$ cat src/rtl/conv_if_pkg.sv
package conv_if_pkg;
  localparam int RES_W  = 12;
  localparam int BYTE_W = 8;
  localparam int LANES  = 2;
  localparam int BUS_W  = LANES * BYTE_W;

  typedef enum logic {
    BUS_NARROW = 1'b0,
    BUS_WIDE   = 1'b1
  } bus_mode_e;
endpackage

$ cat src/rtl/conv_if_strobe.sv
module conv_if_strobe (
  input  logic clk,
  input  logic rst_n,
  input  logic cs_n,
  input  logic wr_n,
  output logic start_set,
  output logic start
);
  logic req;
  logic req_q, req_qq, start_q;
  logic req_d, req_qd, start_d;

  assign req = ~cs_n & ~wr_n;

  always_comb begin
    req_d   = req;
    req_qd  = req_q;
    start_d = req_q & ~req_qq;
  end

  always_ff @(posedge clk or negedge rst_n) begin
    if (!rst_n) begin
      req_q   <= 1'b0;
      req_qq  <= 1'b0;
      start_q <= 1'b0;
    end else begin
      req_q   <= req_d;
      req_qq  <= req_qd;
      start_q <= start_d;
    end
  end

  assign start_set = start_d;
  assign start     = start_q;
endmodule

$ cat src/rtl/conv_if_result.sv
module conv_if_result #(
  parameter int RES_W = 12
) (
  input  logic             clk,
  input  logic             rst_n,
  input  logic             start_set,
  input  logic             done,
  input  logic [RES_W-1:0] code_in,
  input  logic             ovr_in,
  output logic             eoc,
  output logic [RES_W-1:0] code_q,
  output logic             ovr_q
);
  logic             eoc_r, eoc_d;
  logic [RES_W-1:0] code_r, code_d;
  logic             ovr_r, ovr_d;
  logic             latch_en;

  assign latch_en = done;

  always_comb begin
    eoc_d  = eoc_r;
    code_d = code_r;
    ovr_d  = ovr_r;
    if (latch_en) begin
      code_d = code_in;
      ovr_d  = ovr_in;
      eoc_d  = 1'b1;
    end
    if (start_set) begin
      eoc_d = 1'b0;
    end
  end

  always_ff @(posedge clk or negedge rst_n) begin
    if (!rst_n) begin
      eoc_r  <= 1'b1;
      code_r <= '0;
      ovr_r  <= 1'b0;
    end else begin
      eoc_r <= eoc_d;
      if (latch_en) begin
        code_r <= code_d;
        ovr_r  <= ovr_d;
      end
    end
  end

  assign eoc    = eoc_r;
  assign code_q = code_r;
  assign ovr_q  = ovr_r;
endmodule

$ cat src/rtl/conv_if_busdrv.sv
module conv_if_busdrv #(
  parameter int RES_W  = 12,
  parameter int BYTE_W = 8,
  parameter int LANES  = 2,
  localparam int BUS_W = LANES * BYTE_W,
  localparam int SEL_W = (LANES > 1) ? $clog2(LANES) : 1,
  localparam int PAD_W = BUS_W - RES_W - 1
) (
  input  logic             cs_n,
  input  logic             rd_n,
  input  logic [SEL_W-1:0] byte_sel,
  input  logic             wide_bus,
  input  logic [RES_W-1:0] code_q,
  input  logic             ovr_q,
  output logic [BUS_W-1:0] dout,
  output logic [LANES-1:0] doe
);
  logic [BUS_W-1:0]  word;
  logic [BYTE_W-1:0] lane_data [LANES];
  logic              rd_en;

  assign word  = {{PAD_W{1'b0}}, ovr_q, code_q};
  assign rd_en = ~cs_n & ~rd_n;

  for (genvar l = 0; l < LANES; l++) begin : g_lane
    assign lane_data[l] = word[l*BYTE_W +: BYTE_W];
  end

  always_comb begin
    doe  = '0;
    dout = '0;
    if (rd_en) begin
      if (wide_bus == conv_if_pkg::BUS_WIDE) begin
        doe  = '1;
        dout = word;
      end else begin
        doe[0] = 1'b1;
        for (int l = 0; l < LANES; l++) begin
          if (byte_sel == SEL_W'(l)) dout[BYTE_W-1:0] = lane_data[l];
        end
      end
    end
  end
endmodule

$ cat src/rtl/conv_host_if.sv
module conv_host_if #(
  parameter int RES_W  = conv_if_pkg::RES_W,
  parameter int BYTE_W = conv_if_pkg::BYTE_W,
  parameter int LANES  = conv_if_pkg::LANES,
  localparam int BUS_W = LANES * BYTE_W
) (
  input  logic             clk,
  input  logic             rst_n,
  input  logic             cs_n,
  input  logic             rd_n,
  input  logic             wr_n,
  input  logic             byte_sel,
  input  logic             wide_bus,
  output logic             conv_start,
  input  logic             conv_done,
  input  logic [RES_W-1:0] conv_code,
  input  logic             conv_ovr,
  output logic             eoc,
  output logic [BUS_W-1:0] dout,
  output logic [LANES-1:0] doe
);
  logic             start_set;
  logic [RES_W-1:0] code_q;
  logic             ovr_q;

  conv_if_strobe u_strobe (
    .clk       (clk),
    .rst_n     (rst_n),
    .cs_n      (cs_n),
    .wr_n      (wr_n),
    .start_set (start_set),
    .start     (conv_start)
  );

  conv_if_result #(.RES_W(RES_W)) u_result (
    .clk       (clk),
    .rst_n     (rst_n),
    .start_set (start_set),
    .done      (conv_done),
    .code_in   (conv_code),
    .ovr_in    (conv_ovr),
    .eoc       (eoc),
    .code_q    (code_q),
    .ovr_q     (ovr_q)
  );

  conv_if_busdrv #(.RES_W(RES_W), .BYTE_W(BYTE_W), .LANES(LANES)) u_bus (
    .cs_n     (cs_n),
    .rd_n     (rd_n),
    .byte_sel (byte_sel),
    .wide_bus (wide_bus),
    .code_q   (code_q),
    .ovr_q    (ovr_q),
    .dout     (dout),
    .doe      (doe)
  );
endmodule

$ cat config.mk
export PLATFORM = sky130hd
export DESIGN_NAME = conv_host_if
export DESIGN_NICKNAME = d
export VERILOG_FILES = /design/src/rtl/conv_if_pkg.sv /design/src/rtl/conv_if_strobe.sv /design/src/rtl/conv_if_result.sv /design/src/rtl/conv_if_busdrv.sv /design/src/rtl/conv_host_if.sv
export SDC_FILE = /design/constraint.sdc
export NUM_CORES = 1
export LEC_CHECK = 0
export ABC_AREA = 1
export BUFFER_PORTS_ARGS = -buffer_cell sky130_fd_sc_hd__clkbuf_2
export CORE_MARGIN = 2
export CORE_UTILIZATION = 35
export DETAILED_ROUTE_END_ITERATION = 8
export REMOVE_ABC_BUFFERS = 1
export SYNTH_ARGS = -nofsm -noshare
export SYNTH_HDL_FRONTEND = slang
export SYNTH_SLANG_ARGS = --single-unit
$ cat constraint.sdc
create_clock -name clk -period 0.83 [get_ports clk]
set_input_delay 0 -clock clk [delete_from_list [all_inputs] [get_ports clk]]
set_output_delay 0 -clock clk [all_outputs]
set_load 0.01 [all_outputs]
==> results of run 1 <==
cell type report:
class                   count  area [um2]
inverters                  16        60.1
fillers                   229         923
well taps                  28        35.0
multi-input cells          69         322
flip-flops and latches     17         427
clock inverters             1        5.00
clock buffers               3        22.5
repair buffers             59         397
Yosys cell counts:
| cell | count | share of area |
|---|---|---|
| nor2_1 | 19 | 0.088 |
| buf_4 | 4 | 0.037 |
| dfstp_2 | 1 | 0.033 |
| nor3_1 | 3 | 0.019 |
| nor2_4 | 1 | 0.014 |
| nand2_2 | 1 | 0.0077 |
| nand3_1 | 5 | 0.031 |
| nand2_1 | 29 | 0.13 |
| dfrtp_1 | 16 | 0.50 |
| buf_2 | 2 | 0.012 |
| o21ai_0 | 8 | 0.050 |
| inv_1 | 13 | 0.060 |
| conb_1 | 1 | 0.0046 |
| inv_2 | 3 | 0.014 |
metal layers:
metal | wire length (um) | GRT usage | part of all wire
met5 | 0 | 0 | 0
met4 | 27 | 0.0658 | 0.014
met3 | 91 | 0.0259 | 0.048
met2 | 962 | 0.281 | 0.51
met1 | 821 | 0.203 | 0.43
logic make-up (layout without fill, tap and decap cells):
kind of cell    count (synthesis)  count (layout)  synth area share
other cells                     1               3           0.00464
compound gates                  8               8            0.0495
flops                          17              17             0.528
buf+inv                        22              79             0.124
simple gates                   58              58             0.294
registers in the layout (all words and copies together) (netlist names):
| signal | cells |
|---|---|
| u_result.code_q | 12 |
| u_strobe.req_qq | 1 |
| u_result.eoc | 1 |
| u_result.ovr_q | 1 |
| u_strobe.start | 1 |
| u_strobe.req_q | 1 |
how the worst min path moves through the flow:
stage	slack [ns]	to	start	cells after the start
after floorplan	-0.30	u_result.code_q[0]$_DFFE_PN0P_	rst_n	0
after global placement	-0.05	u_result.code_q[7]$_DFFE_PN0P_	rst_n	1
after detailed placement	-0.04	u_result.code_q[7]$_DFFE_PN0P_	rst_n	1
after CTS	0.17	u_result.code_q[2]$_DFFE_PN0P_	conv_done	3
after global routing	0.18	u_result.code_q[0]$_DFFE_PN0P_	conv_done	3
final	0.16	u_result.code_q[0]$_DFFE_PN0P_	conv_done	3
critical path, stage by stage, from the launching register on:
cell and delay [ns]:
dfrtp_1 0.39, inv_2 0.08, nand3_2 0.05, nand2_1 0.06
nor2_1 0.04, buf_2 0.13
stage by stage:
stage | cell area [um2] | util | setup slack [ns] | std cells | total power, mW
floorplan | 776 | - | 0.108 | 102 | 1.09
global placement | 1000 | 0.458 | 0.0831 | 168 | 1.23
detailed placement | 1000 | 0.458 | 0.0798 | 168 | 1.24
CTS | 1230 | 0.560 | -0.236 | 190 | 1.77
global route | 1270 | 0.579 | -0.289 | 193 | 1.93
finish | 1270 | 0.579 | -0.205 | 193 | 1.79
power groups by stage:
| stage | registers, mW | logic, mW | clock network (mW) |
|---|---|---|---|
| after CTS | 0.929 | 0.381 | 0.465 |
| after global routing | 0.939 | 0.461 | 0.527 |
| final | 0.929 | 0.408 | 0.449 |
| after floorplan | 0.938 | 0.149 | 0 |
| after global placement | 0.939 | 0.291 | 0 |
| after detailed placement | 0.940 | 0.297 | 0 |
timing repair:
| action | CTS | global route |
|---|---|---|
| setup endpoints to repair | 14 | 15 |
| cloned | 0 | 0 |
| hold buffers | 16 | 0 |
| setup buffers | 2 | 3 |
| endpoints found under the hold margin | 31 | 0 |
| resized for setup | 10 | 17 |
| pin swaps | 11 | 3 |
==> results.cfg, run 1 <==
[route]
drt-initial-drc-count = 11
detail-route-antenna-nets = 0
via_per_inst = 4.27
routedWlPerCell_um = 9.85
vias = 824
firstDrtPassIters = 4
wirelength_um = 1900
drc = 0

[setup_path]
crit_required_ns = 0.83
end_kind = primary output
r2r_end = u_result.code_q[10]$_DFFE_PN0P_
cp.arrival_ns = 1.03
ff2ff_setup_slack_ns = 0.07
worstReg2RegStart = u_result.code_q[10]$_DFFE_PN0P_
critPathMaxFanout = 3
worst-r2r-cell-count = 3
startpoint_type = flop
crit_start = u_result.code_q[10]$_DFFE_PN0P_
path_class = reg2out
critPathCapture = dout[2]

[yosys]
ys_seq_area_frac = 0.528
syn_inst = 106
syn_avg_cell_area_um2 = 7.63
synth.cell_area_um2 = 808
ys_seq_elements = 17
ys_types = 14
yosys_warnings = 0

[timing]
hold-worst-slack_ns = 0.163
slew_viol_final = 0
fmax_ghz = 0.966
tns_ns = -2.12
final.setup.worst_slack_ns = -0.205
clock_skew_ns = 0.0000719
hold_violations = 0
finalSetupViolCount = 14
rsz0062_at_grt = true
finalCritPeriodShare = 1.25
min_period_ns = 1.03

[die]
core-area_um2 = 2190
die_area_um2 = 2710
std_cell_rows = 17
die_w_um = 52.1
start_util = 0.369
io_pins = 41
die_height_um = 52.1

[layout]
final_common_cell = nand2_1
antenna_cells = 0
drive_above_1_share = 0.406
final_nets = 187
layout_common_cells = 29 x nand2_1, 25 x clkbuf_2, 18 x nor2_1
area_growth_pct = 56.8

[clocking]
clkTransAtPathRegs_ns = 0.11
clockBufferDepth = 2
clk_latency_ns = 0.28
cts_buffers = 3
cts_tree = built
numClockSinks = 17
h-tree-depth = 1
ctsRootBufferMaster = clkbuf_4

[grt]
antenna_found_initial = 0
gr-usage-all-layers = 0.164
overflow = 0
grt_pass1_wl_um = 3280
grt_max_degree = 24
grt_pass1_vias = 765

[placement]
dp.final_hpwl_um = 1320
globalplace.congestion = 0.733
portBuffers = 37

[flow_run]
max_cap_violations = 0

[pwr]
swShare = 0.285
power.density_nw_per_um2 = 1410
vdd_drop_max_mv = 0.708
p_switching_mw = 0.510
power_frac_comb = 0.228
power.leakage_nw = 0.709
intPower_mw = 1.28
seqPwrFrac = 0.520
power_frac_clock = 0.251

[run_status]
violations = negative setup slack
status = finished with violations

[worst_hold_path]
hold_class = in2reg
No activity file was read; power rests on OpenSTA's default activity.
==> run 2, diff against run 1 <==
--- a/config.mk
+++ b/config.mk
@@ -10,6 +10,7 @@
 export CORE_MARGIN = 2
 export CORE_UTILIZATION = 35
 export DETAILED_ROUTE_END_ITERATION = 8
+export RECOVER_POWER = 100
 export REMOVE_ABC_BUFFERS = 1
 export SYNTH_ARGS = -nofsm -noshare
 export SYNTH_HDL_FRONTEND = slang
==> results.cfg, run 2 (same netlist as run 1, synthesis figures left out) <==
[run_status]
status = finished with violations
violations = negative setup slack

[clocking]
clkTransAtPathRegs_ns = 0.11
cts_tree = built
cts_buffers = 3
ctsRootBufferMaster = clkbuf_4
clk_latency_ns = 0.28
clockBufferDepth = 2
numClockSinks = 17
h-tree-depth = 1

[layout]
final_common_cell = nand2_1
finalNonFillerCells = 193
fin_area_um2 = 1270
fillers = 230
largest_reg_flops = 12
area_growth_pct = 56.7
drive_above_1_share = 0.388
antenna_cells = 0
layout_common_cells = 29 x nand2_1, 24 x clkbuf_2, 18 x nor2_1
final_nets = 187

[setup_path]
worstReg2RegStart = u_result.code_q[10]$_DFFE_PN0P_
critPathMaxFanout = 3
worst-r2r-cell-count = 3
r2r_end = u_result.code_q[10]$_DFFE_PN0P_
critPathCapture = dout[2]
startpoint_type = flop
ff2ff_setup_slack_ns = 0.07
crit_required_ns = 0.83
crit_start = u_result.code_q[10]$_DFFE_PN0P_
end_kind = primary output
cp.arrival_ns = 1.03
path_class = reg2out

[timing]
slew_viol_final = 0
clock_skew_ns = 0.0000717
hold-worst-slack_ns = 0.163
min_period_ns = 1.03
finalSetupViolCount = 14
finalCritPeriodShare = 1.25
hold_violations = 0
fmax_ghz = 0.966
final.setup.worst_slack_ns = -0.205
rsz0062_at_grt = true

[route]
via_per_inst = 4.27
detail-route-antenna-nets = 0
wirelength_um = 1900
drc = 0
drt-initial-drc-count = 11
firstDrtPassIters = 4
vias = 824
routedWlPerCell_um = 9.86

[worst_hold_path]
min_path_cells = 3
hold_class = in2reg

[placement]
placed_cell_area_um2 = 1000
portBuffers = 37
globalplace.congestion = 0.733
dp_cells = 168
dp.final_hpwl_um = 1320

[die]
std_cell_rows = 17
die_w_um = 52.1
die_area_um2 = 2710
io_pins = 41
start_util = 0.369
die_height_um = 52.1
core-area_um2 = 2190

[grt]
grt_max_degree = 24
antenna_found_initial = 0
gr-usage-all-layers = 0.164
grt_pass1_wl_um = 3280
grt_pass1_vias = 765
overflow = 0

[flow_run]
max_cap_violations = 0

[pwr]
power_mw = 1.78
power.leakage_nw = 0.707
power.density_nw_per_um2 = 1410
vdd_drop_max_mv = 0.708
## run 2: worst min-delay path by stage
stage	from	endpoint	slack [ns]
final	conv_done	u_result.code_q[0]$_DFFE_PN0P_	0.16
after detailed placement	rst_n	u_result.code_q[7]$_DFFE_PN0P_	-0.04
after floorplan	rst_n	u_result.code_q[0]$_DFFE_PN0P_	-0.30
after CTS	conv_done	u_result.code_q[2]$_DFFE_PN0P_	0.17
after global routing	conv_done	u_result.code_q[0]$_DFFE_PN0P_	0.18
after global placement	rst_n	u_result.code_q[7]$_DFFE_PN0P_	-0.05
## run 2: cell type report
type | instances | area (um2) | area share
Clock buffer | 3 | 22.5 | 0.0178
Clock inverter | 1 | 5.00 | 0.00395
Inverter | 16 | 60.1 | 0.0474
Multi-Input combinational cell | 69 | 322 | 0.254
Sequential cell | 17 | 427 | 0.337
Tap cell | 28 | 35.0 | 0.0277
Timing Repair Buffer | 59 | 395 | 0.312
## run 2: where the power goes
part	total, mW	switching, mW	internal, mW	leakage [nW]
sequential	0.928	0.0287	0.899	0.208
combinational	0.407	0.209	0.197	0.482
clock	0.449	0.270	0.179	0.0177
total	1.78	0.509	1.27	0.707
## run 2: what timing repair did
item | CTS | global route
pin swaps | 11 | 3
buffers inserted | 2 | 3
hold buffers | 16 | 0
endpoints found under the setup margin | 14 | 15
resized for setup | 10 | 17
hold endpoints to repair | 31 | 0
gates cloned | 0 | 0
## run 2: critical path, stage by stage, from the launching register on
cell	delay, ns
dfrtp_1	0.39
inv_2	0.08
nand3_2	0.05
nand2_1	0.06
nor2_1	0.04
buf_2	0.13
## run 2: routing by layer
metal / part of all wire / GRT usage / up-vias
li1: - / - / 434
met3: 0.048 / 0.0259 / 2
met4: 0.014 / 0.0658 / 0
met1: 0.43 / 0.203 / 365
met2: 0.50 / 0.281 / 23
met5: 0 / 0 / -
## run 2: metrics by stage
step | setup TNS (ns) | setup slack, ns | utilization
after floorplan | 0 | 0.108 | -
after global placement | 0 | 0.0831 | 0.458
after detailed placement | 0 | 0.0798 | 0.458
after CTS | -2.21 | -0.236 | 0.560
after global routing | -3.23 | -0.289 | 0.578
final | -2.13 | -0.205 | 0.578
